**src/rtl/fsm_seq_pkg.sv**
```systemverilog
package fsm_seq_pkg;
   typedef enum logic {
      NS_COUNT = 1'b0,
      NS_LOGIC = 1'b1
   } ns_mode_e;

   typedef enum logic {
      DIR_UP   = 1'b0,
      DIR_DOWN = 1'b1
   } step_dir_e;
endpackage

```
**src/rtl/fsm_seq_cfg_chain.sv**
```systemverilog
module fsm_seq_cfg_chain #(
   parameter int CFG_W = 64
) (
   input  logic             clk,
   input  logic             shift_en,
   input  logic             sdi,
   output logic [CFG_W-1:0] cfg_q,
   output logic             sdo
);
   // The newest bit enters at the top; the oldest leaves at bit 0.
   always_ff @(posedge clk) begin
      if (shift_en) cfg_q <= {sdi, cfg_q[CFG_W-1:1]};
   end

   assign sdo = cfg_q[0];
endmodule

```
**src/rtl/fsm_seq_step.sv**
```systemverilog
module fsm_seq_step
   import fsm_seq_pkg::*;
#(
   parameter int W = 16
) (
   input  logic [W-1:0] cur,
   input  logic [W-1:0] last,
   input  step_dir_e    dir,
   output logic [W-1:0] nxt
);
   // The ring is 0..last. A code outside it re-enters at the ring's start.
   always_comb begin
      if (dir == DIR_UP) begin
         nxt = (cur >= last) ? '0 : cur + W'(1);
      end else begin
         nxt = ((cur == '0) || (cur > last)) ? last : cur - W'(1);
      end
   end
endmodule

```
**src/rtl/fsm_seq_sop.sv**
```systemverilog
module fsm_seq_sop #(
   parameter int LIT_W = 16,
   parameter int OUT_W = 16,
   parameter int PT_N  = 2,
   localparam int TERM_W = 2 * LIT_W + 1,
   localparam int ARR_W  = OUT_W * PT_N * TERM_W
) (
   input  logic [LIT_W-1:0] lits,
   input  logic [ARR_W-1:0] term_cfg,
   output logic [OUT_W-1:0] sum
);
   logic [OUT_W-1:0][PT_N-1:0] hit;

   for (genvar b = 0; b < OUT_W; b++) begin : g_bit
      for (genvar t = 0; t < PT_N; t++) begin : g_term
         localparam int BASE = (b * PT_N + t) * TERM_W;
         logic [LIT_W-1:0] care;
         logic [LIT_W-1:0] want;
         logic             on;
         assign care = term_cfg[BASE +: LIT_W];
         assign want = term_cfg[BASE + LIT_W +: LIT_W];
         assign on   = term_cfg[BASE + 2 * LIT_W];
         assign hit[b][t] = on & (&((lits ~^ want) | ~care));
      end
      assign sum[b] = |hit[b];
   end
endmodule

```
**src/rtl/fsm_seq_slice.sv**
```systemverilog
module fsm_seq_slice
   import fsm_seq_pkg::*;
#(
   parameter int IN_W    = 8,
   parameter int STATE_W = 16,
   parameter int FB_W    = 8,
   parameter int PT_N    = 2
) (
   input  logic               clk,
   input  logic               rst,
   input  logic [IN_W-1:0]    din,
   input  logic               cfg_en,
   input  logic               cfg_sdi,
   output logic               cfg_sdo,
   output logic [STATE_W-1:0] state
);
   localparam int IDX_W    = $clog2(IN_W);
   localparam int LIT_W    = IN_W + FB_W;
   localparam int TERM_W   = 2 * LIT_W + 1;
   localparam int OFF_MODE = 0;
   localparam int OFF_DIR  = 1;
   localparam int OFF_ESRC = 2;
   localparam int OFF_EIDX = 3;
   localparam int OFF_INIT = OFF_EIDX + IDX_W;
   localparam int OFF_LAST = OFF_INIT + STATE_W;
   localparam int CTRL_W   = OFF_LAST + STATE_W;
   localparam int TERMS_W  = STATE_W * PT_N * TERM_W;
   localparam int CFG_W    = CTRL_W + TERMS_W;

   if (IN_W < 2 || IN_W > 8) begin : g_bad_in
      $error("fsm_seq_slice: IN_W must be within 2..8");
   end
   if (FB_W < 1 || FB_W > STATE_W) begin : g_bad_fb
      $error("fsm_seq_slice: FB_W must be within 1..STATE_W");
   end
   if (PT_N < 1) begin : g_bad_pt
      $error("fsm_seq_slice: PT_N must be at least 1");
   end

   logic [CFG_W-1:0]   cfg_q;
   ns_mode_e           mode_f;
   step_dir_e          dir_f;
   logic               esrc_f;
   logic [IDX_W-1:0]   eidx_f;
   logic [STATE_W-1:0] init_f;
   logic [STATE_W-1:0] last_f;
   logic [STATE_W-1:0] state_q;
   logic [STATE_W-1:0] step_nxt;
   logic [STATE_W-1:0] sop_nxt;
   logic [LIT_W-1:0]   lits;
   logic               step_en;

   fsm_seq_cfg_chain #(.CFG_W(CFG_W)) u_chain (
      .clk      (clk),
      .shift_en (cfg_en),
      .sdi      (cfg_sdi),
      .cfg_q    (cfg_q),
      .sdo      (cfg_sdo)
   );

   assign mode_f = ns_mode_e'(cfg_q[OFF_MODE]);
   assign dir_f  = step_dir_e'(cfg_q[OFF_DIR]);
   assign esrc_f = cfg_q[OFF_ESRC];
   assign eidx_f = cfg_q[OFF_EIDX +: IDX_W];
   assign init_f = cfg_q[OFF_INIT +: STATE_W];
   assign last_f = cfg_q[OFF_LAST +: STATE_W];

   assign lits = {state_q[FB_W-1:0], din};

   fsm_seq_sop #(.LIT_W(LIT_W), .OUT_W(STATE_W), .PT_N(PT_N)) u_sop (
      .lits     (lits),
      .term_cfg (cfg_q[CFG_W-1:CTRL_W]),
      .sum      (sop_nxt)
   );

   fsm_seq_step #(.W(STATE_W)) u_step (
      .cur  (state_q),
      .last (last_f),
      .dir  (dir_f),
      .nxt  (step_nxt)
   );

   assign step_en = esrc_f ? sop_nxt[0] : din[eidx_f];

   always_ff @(posedge clk) begin
      if (rst) begin
         state_q <= init_f;
      end else if (!cfg_en) begin
         if (mode_f == NS_LOGIC) state_q <= sop_nxt;
         else if (step_en)       state_q <= step_nxt;
      end
   end

   assign state = state_q;
endmodule

```
**config.mk**
```make
export PLATFORM = sky130hd
export DESIGN_NAME = fsm_seq_slice
export DESIGN_NICKNAME = d
export VERILOG_FILES = /design/src/rtl/fsm_seq_pkg.sv /design/src/rtl/fsm_seq_cfg_chain.sv /design/src/rtl/fsm_seq_step.sv /design/src/rtl/fsm_seq_sop.sv /design/src/rtl/fsm_seq_slice.sv
export SDC_FILE = /design/constraint.sdc
export NUM_CORES = 1
export LEC_CHECK = 0
export ABC_AREA = 1
export BUFFER_PORTS_ARGS = -buffer_cell sky130_fd_sc_hd__buf_2
export CAP_MARGIN = 20
export CORE_MARGIN = 2
export CORE_UTILIZATION = 30
export DETAILED_ROUTE_END_ITERATION = 8
export PLACE_DENSITY_LB_ADDON = 0.08
export SYNTH_ARGS = -nofsm -noshare
export SYNTH_HDL_FRONTEND = slang
export SYNTH_SLANG_ARGS = --single-unit
```
**constraint.sdc**
```tcl
create_clock -name clk -period 3.1 [get_ports clk]
set_clock_uncertainty 0.1 [all_clocks]
set_input_delay 0.31 -clock clk [delete_from_list [all_inputs] [get_ports clk]]
set_output_delay 0.31 -clock clk [all_outputs]
set_load 0.005 [all_outputs]
```
After elaboration in Yosys (flattened, before gate mapping)
Cells that the tools add are included.
Widths: inputs -> output; s select.
{"block": "op_classes", "bitwise": 128, "mux": 10, "reduce_logical": 52, "add_sub_neg": 2, "n_lt_le_gt_ge": 3, "eq_ne": 1}
{"operator": "$not 16->16", "n": 32}
{"operator": "$or 16x16->16", "n": 32}
{"operator": "$reduce_and 16->1", "n": 32}
{"operator": "$xnor 16x16->16", "n": 32}
{"operator": "$mux 16", "n": 7}
{"operator": "$and 1x1->1", "n": 32}
{"operator": "$reduce_or 2->1", "n": 16}
{"operator": "$add 16x1->16 const B", "n": 1}
{"operator": "$ge 16x16->1", "n": 1}
{"operator": "$gt 16x16->1", "n": 1}
{"operator": "$logic_not 16->1", "n": 1}
{"operator": "$sub 16x1->16 const B", "n": 1}
{"operator": "$lt 3x4->1 const B", "n": 1}
{"operator": "$bmux 1 s3", "n": 1}
{"operator": "$reduce_bool 3->1", "n": 1}
{"operator": "$mux 1", "n": 2}
{"operator": "$ne 2x2->1 const B", "n": 1}
{"operator": "$reduce_and 2->1", "n": 1}
{"operator": "$logic_or 1x1->1", "n": 1}
{"block": "totals", "register_bits": 1110, "word_cells": 198}

Depth between registers and ports, before layout
{"block": "logic_depth", "ltp_word": 10, "mapped_depth": 20, "ltp_nobuf": 18}

Hierarchy
From an unflattened synthesis, not the netlist that was laid out.
{"block": "hier_totals", "cells_unflattened": 3790, "area_unflattened_um2": 45401.0}
{"mod": "fsm_seq_cfg_chain", "seq_area_each_um2": 32851.5, "cells_per_inst": 1095, "n_inst": 1, "area_each_um2": 32859.0}
{"mod": "fsm_seq_sop", "seq_area_each_um2": 0.0, "cells_per_inst": 2286, "n_inst": 1, "area_each_um2": 10034.6}
{"mod": "fsm_seq_step", "seq_area_each_um2": 0.0, "cells_per_inst": 290, "n_inst": 1, "area_each_um2": 1552.7}
{"mod": "fsm_seq_slice", "seq_area_each_um2": 480.5, "cells_per_inst": 119, "n_inst": 1, "area_each_um2": 954.7}

Worst setup path before layout
Ideal clock, no wire load.
{"block": "synth_timing", "path_type": "reg2reg", "from": "register state_q[4] (netlist: state[4])", "to": "register state_q[0] (netlist: state[0]), enable pin", "stages_incl_launch_ff": 13, "arrival_ps": 1879, "path_slack_ps": 749, "setup_ps": 372, "synth_period_minus_slack_ps": 2351, "required_ps": 2628, "path_cell_list": "edfxtp_1 -> buf_2 -> buf_2 -> or2_2 -> nand3_1 -> nand4_1 -> nor2_1 -> nand3_1 -> nand2_1 -> nand2_1 -> nand2_1 -> nand2_1 -> nand2_1"}
{"block": "synth_via", "elab_chain_cells": 8}
{"element": "start: declaration", "line": "fsm_seq_slice.sv:47", "source": "logic [STATE_W-1:0] state_q;"}
{"element": "start signal: assignment", "line": "fsm_seq_slice.sv:87", "source": "state_q <= init_f;"}
{"element": "start signal: assignment", "line": "fsm_seq_slice.sv:89", "source": "if (mode_f == NS_LOGIC) state_q <= sop_nxt;"}
{"element": "start signal: assignment", "line": "fsm_seq_slice.sv:90", "source": "else if (step_en) state_q <= step_nxt;"}
{"element": "$xnor 16x16->16", "line": "fsm_seq_sop.sv:23", "source": "assign hit[b][t] = on & (&((lits ~^ want) | ~care));"}
{"element": "$or 16x16->16", "line": "fsm_seq_sop.sv:23"}
{"element": "$reduce_and 16->1", "line": "fsm_seq_sop.sv:23"}
{"element": "$and 1x1->1", "line": "fsm_seq_sop.sv:23"}
{"element": "$reduce_or 2->1 (*)", "line": "fsm_seq_sop.sv:25", "source": "assign sum[b] = |hit[b];"}
{"element": "$mux 1 (*)", "line": "fsm_seq_slice.sv:83", "source": "assign step_en = esrc_f ? sop_nxt[0] : din[eidx_f];"}
{"element": "$reduce_bool 3->1 (no line) (*)"}
{"element": "$reduce_and 2->1 (no line) (*)"}
Mark *: on every way between the ends. The rest lies on a longest branch, timed or not.
A chain may end at the register's enable or synchronous reset.

Final worst setup path
{"block": "layout_timing", "from": "register state_q[1] (netlist: state[1])", "to": "register state_q[15] (netlist: state[15]) (data pin)"}
{"block": "layout_via", "elab_chain_cells": 8}
{"element": "$gt 16x16->1, or another cell as far along", "line": "fsm_seq_step.sv:16", "source": "nxt = ((cur == '0) || (cur > last)) ? last : cur - W'(1);"}
{"element": "$logic_or 1x1->1 / $or 16x16->16 (equally long branches)", "line": "fsm_seq_step.sv:16, fsm_seq_sop.sv:23"}
{"element": "$mux 16 / $reduce_and 16->1 (equally long branches)", "line": "fsm_seq_step.sv:16, fsm_seq_sop.sv:23"}
{"element": "$mux 16 / $and 1x1->1 (equally long branches)", "line": "fsm_seq_step.sv:13, fsm_seq_sop.sv:23"}
{"element": "$mux 16 / $reduce_or 2->1 (equally long branches)", "line": "fsm_seq_slice.sv:90, fsm_seq_sop.sv:25"}
{"element": "$mux 16 (*)", "line": "fsm_seq_slice.sv:89"}
{"element": "$mux 16 (*)", "line": "fsm_seq_slice.sv:88", "source": "end else if (!cfg_en) begin"}
{"element": "$mux 16 (*)", "line": "fsm_seq_slice.sv:86", "source": "if (rst) begin"}
Mark *: on every way between the ends. The rest lies on a longest branch, timed or not. The select of a mux whose other input is x is not followed.

==> out/metrics.csv <==
stage;metric;value;unit
grt;grt_max_degree;125;
logic_synthesis;ys_ff_latch;1110;
logic_synthesis;ys_seq_area_share;73.67;%
setup_path;endpoint;state[15];
die;rows;142;
placed_design;dp_cells;5439;
cts;clock_latency;0.73;ns
run_status;outcome;complete, no violations;
grt;overflow;0;
cts;cts_max_level;3;
logic_synthesis;syn_inst;3426;
sta;hold_violations;0;
sta;fin_ws;0.4578;ns
worst_hold_path;hold_path_class;in2reg;
placed_design;gp_congestion;0.7659;
logic_synthesis;ys_top_cells_by_area;edfxtp_1 74%, nand2_1 5.9%, nand3_1 5.8%;
logic_synthesis;synth_edf_count;1110;
cts;cts_num_sinks;1110;
sta;tightest_slew;0.8711;ns
routing;wire_per_inst;19.41;um
sta;max-slew-margin-rel;41.71;%
routing;routed-via-count;25333;
die;die_h;392.3;um
routing;drtIter0Drc;1977;
cts;cts_tree;done;
logic_synthesis;yosys.area.top_type_share;73.67;%
routing;antenna_left;0;
final_layout;finalNonFillerCells;5665;
die;dieArea;153900;um^2
sta;tns;0;ns
logic_synthesis;yosysWarnings;0;
die;top_level_ports;29;
setup_path;end_kind;flop;
cts;clockBufferDepth;3;
cts;path_clk_slew;0.06;ns
final_layout;final_layout_size_suffix_gt1_share;19.97;%
logic_synthesis;synth_cell_types;46;
sta;fmax;0.3785;GHz
setup_path;reg2reg_to;state[15];
sta;slew_viol_final;0;
setup_path;path_max_fanout;13;
logic_synthesis;synth_area;45240;um^2
routing;avgViaCountPerCell;4.472;
sta;fin_crit_sh;85.23;%
grt;track_usage;14.48;%
placed_design;port_buffers;28;
power;vdd_ir_drop_max;0.4496;mV
cts;clockRootBuffer;clkbuf_16;
setup_path;critPathSlowestCell;edfxtp_1;
placed_design;dpl.hpwl;67.74;mm
grt;antenna_found_initial;4;
logic_synthesis;synth-async-reset-ratio;0;%
die;start_util;30.21;%
setup_path;crit_top_cell;nand2_1;
sta;hold_ws;0.2506;ns
power;p_leak;18.58;nW
sta;min_period;2.642;ns
job;cap_viol_max_count;0;
setup_path;reg2reg_slack;0.46;ns
setup_path;path_cells;buf_4, buf_4, nand2_1, nor2_2, nand2_1, nor2_4, nand4_1, xor2_1, nor2_1, nor2_1, nand2_1, nand2_1, nand2_1;
cts;cts-hold-fix-buffers;3;
logic_synthesis;synth_fp_nets;3457;
setup_path;r2r_cells;13;
setup_path;worstPathRequired;3.49;ns
cts;post-cts-setup-buffers;0;
die;fp.coreArea;149800;um^2
logic_synthesis;synth.avg_cell_area;13.21;um^2
routing;drt_wl_total;110.0;mm
grt;grt_pass1_vias;25163;
setup_path;cp-start-kind;flop;
setup_path;startpoint;state[1];
power;power_density;656.4;nW/um^2
setup_path;slowest_delay;0.43;ns
setup_path;r2r_start;state[1];
die;fp.dieW;392.3;um
logic_synthesis;yosys.area.top_type;edfxtp_1;
logic_synthesis;synth_commonest_cells;1110 x edfxtp_1, 707 x nand2_1, 524 x nand3_1;
sta;finalSetupViolCount;0;
final_layout;fin_nets;3580;
setup_path;arrival;3.03;ns
sta;rsz0062_at_grt;no;
final_layout;syn_to_final_growth;14.78;%
logic_synthesis;ys.flop_type;edfxtp_1;
placed_design;dp_slack;0.3909;ns
cts;cts_resized;0;
grt;grt_first_pass_wirelength;165.8;mm
setup_path;crit_type;reg2reg;
routing;drc_errors;0;
cts;cts_buffers;121;
logic_synthesis;yosysMostFrequentCell;edfxtp_1;
routing;dr.pass1.iters;5;
-- cell type report --
class / count / area [um^2]
diodes: 3 / 7.507
clock buffers: 151 / 3162
clock inverters: 69 / 404.1
fillers: 14560 / 97850
inverters: 83 / 311.5
multi-input cells: 2106 / 10880
flip-flops and latches: 1110 / 33330
well taps: 2016 / 2522
repair buffers: 127 / 1309
-- metal layers --
metal / global-route usage, % / vias to the layer above / part of all wire [%]
li1: - / 12491 / -
met1: 21.77 / 12337 / 51
met2: 21.54 / 376 / 44
met3: 2.225 / 129 / 3.7
met4: 3.965 / 0 / 1.9
met5: 0 / - / 0
-- stage by stage --
| stage | cell area, um^2 | total power (W) | utilization [%] |
|---|---|---|---|
| after floorplan | 45240 | 0.01970 | - |
| after global placement | 48330 | 0.02107 | 32.27 |
| after detailed placement | 48330 | 0.02105 | 32.27 |
| after CTS | 51920 | 0.03471 | 34.67 |
| after global routing | 51920 | 0.03561 | 34.67 |
| final | 51930 | 0.03408 | 34.67 |
-- worst min-delay path by stage --
stage | from | to | slack, ns | cells after the start
final | cfg_sdi | u_chain.cfg_q[1093] | 0.25 | 2
after detailed placement | u_chain.cfg_q[864] | u_chain.cfg_q[863] | 0.33 | 0
after global routing | cfg_sdi | u_chain.cfg_q[1093] | 0.24 | 2
after floorplan | cfg_sdi | u_chain.cfg_q[1093] | 0.31 | 0
after global placement | u_chain.cfg_q[103] | u_chain.cfg_q[102] | 0.33 | 0
after CTS | cfg_sdi | u_chain.cfg_q[1093] | 0.18 | 2
-- report_power, final --
part | switching [W] | leakage, nW | internal, W | total (W)
clock network | 0.00609 | 1.75 | 0.00734 | 0.0134
registers | 0.000524 | 10.9 | 0.0175 | 0.0180
logic | 0.00168 | 5.96 | 0.000941 | 0.00262
-- layout by cell type (no fill, tap or decap), types with 3 or more instances in the layout --
master and n:
nand3_2 21, nor2_1 115, o21ai_1 5, buf_4 73, inv_1 63, buf_2 19, nand3_1 524, buf_12 31
edfxtp_1 1110, nor2_2 4, clkinv_1 52, ha_1 19, or2_1 60, or2_2 393, o21ai_0 12, a22o_1 3
diode_2 3, nand2_2 13, nor3_1 3, nand2_1 707, o21a_1 8, nor2_4 5, nand4_1 119, xor2_1 56
a21oi_1 13, inv_2 7, clkbuf_1 29, clkbuf_16 122, dlygate4sd3_1 3, clkinv_2 21, nand3b_1 6
-- cells by family after synthesis --
group / after synthesis / share of synthesized area [%]
XOR/XNOR: 58 / 1.123
AO/OA/AOI/OAI: 49 / 0.6637
flip-flops: 1110 / 73.67
buffers and inverters: 210 / 2.276
adder cells (fa/ha/maj): 19 / 0.5254
AND/OR/NAND/NOR: 1980 / 21.74
-- worst max-delay path, delay by kind of cell (launching register included) --
family / cells / cell delay (ns)
flip-flops: 1 / 0.43
XOR/XNOR: 1 / 0.21
buffers and inverters: 2 / 0.45
AND/OR/NAND/NOR: 10 / 1.20
-- state kept, by name (all words and copies together), names as in the netlist --
register / flops
u_chain.cfg_q: 1094
state: 16
(Power assumes the default switching activity.)
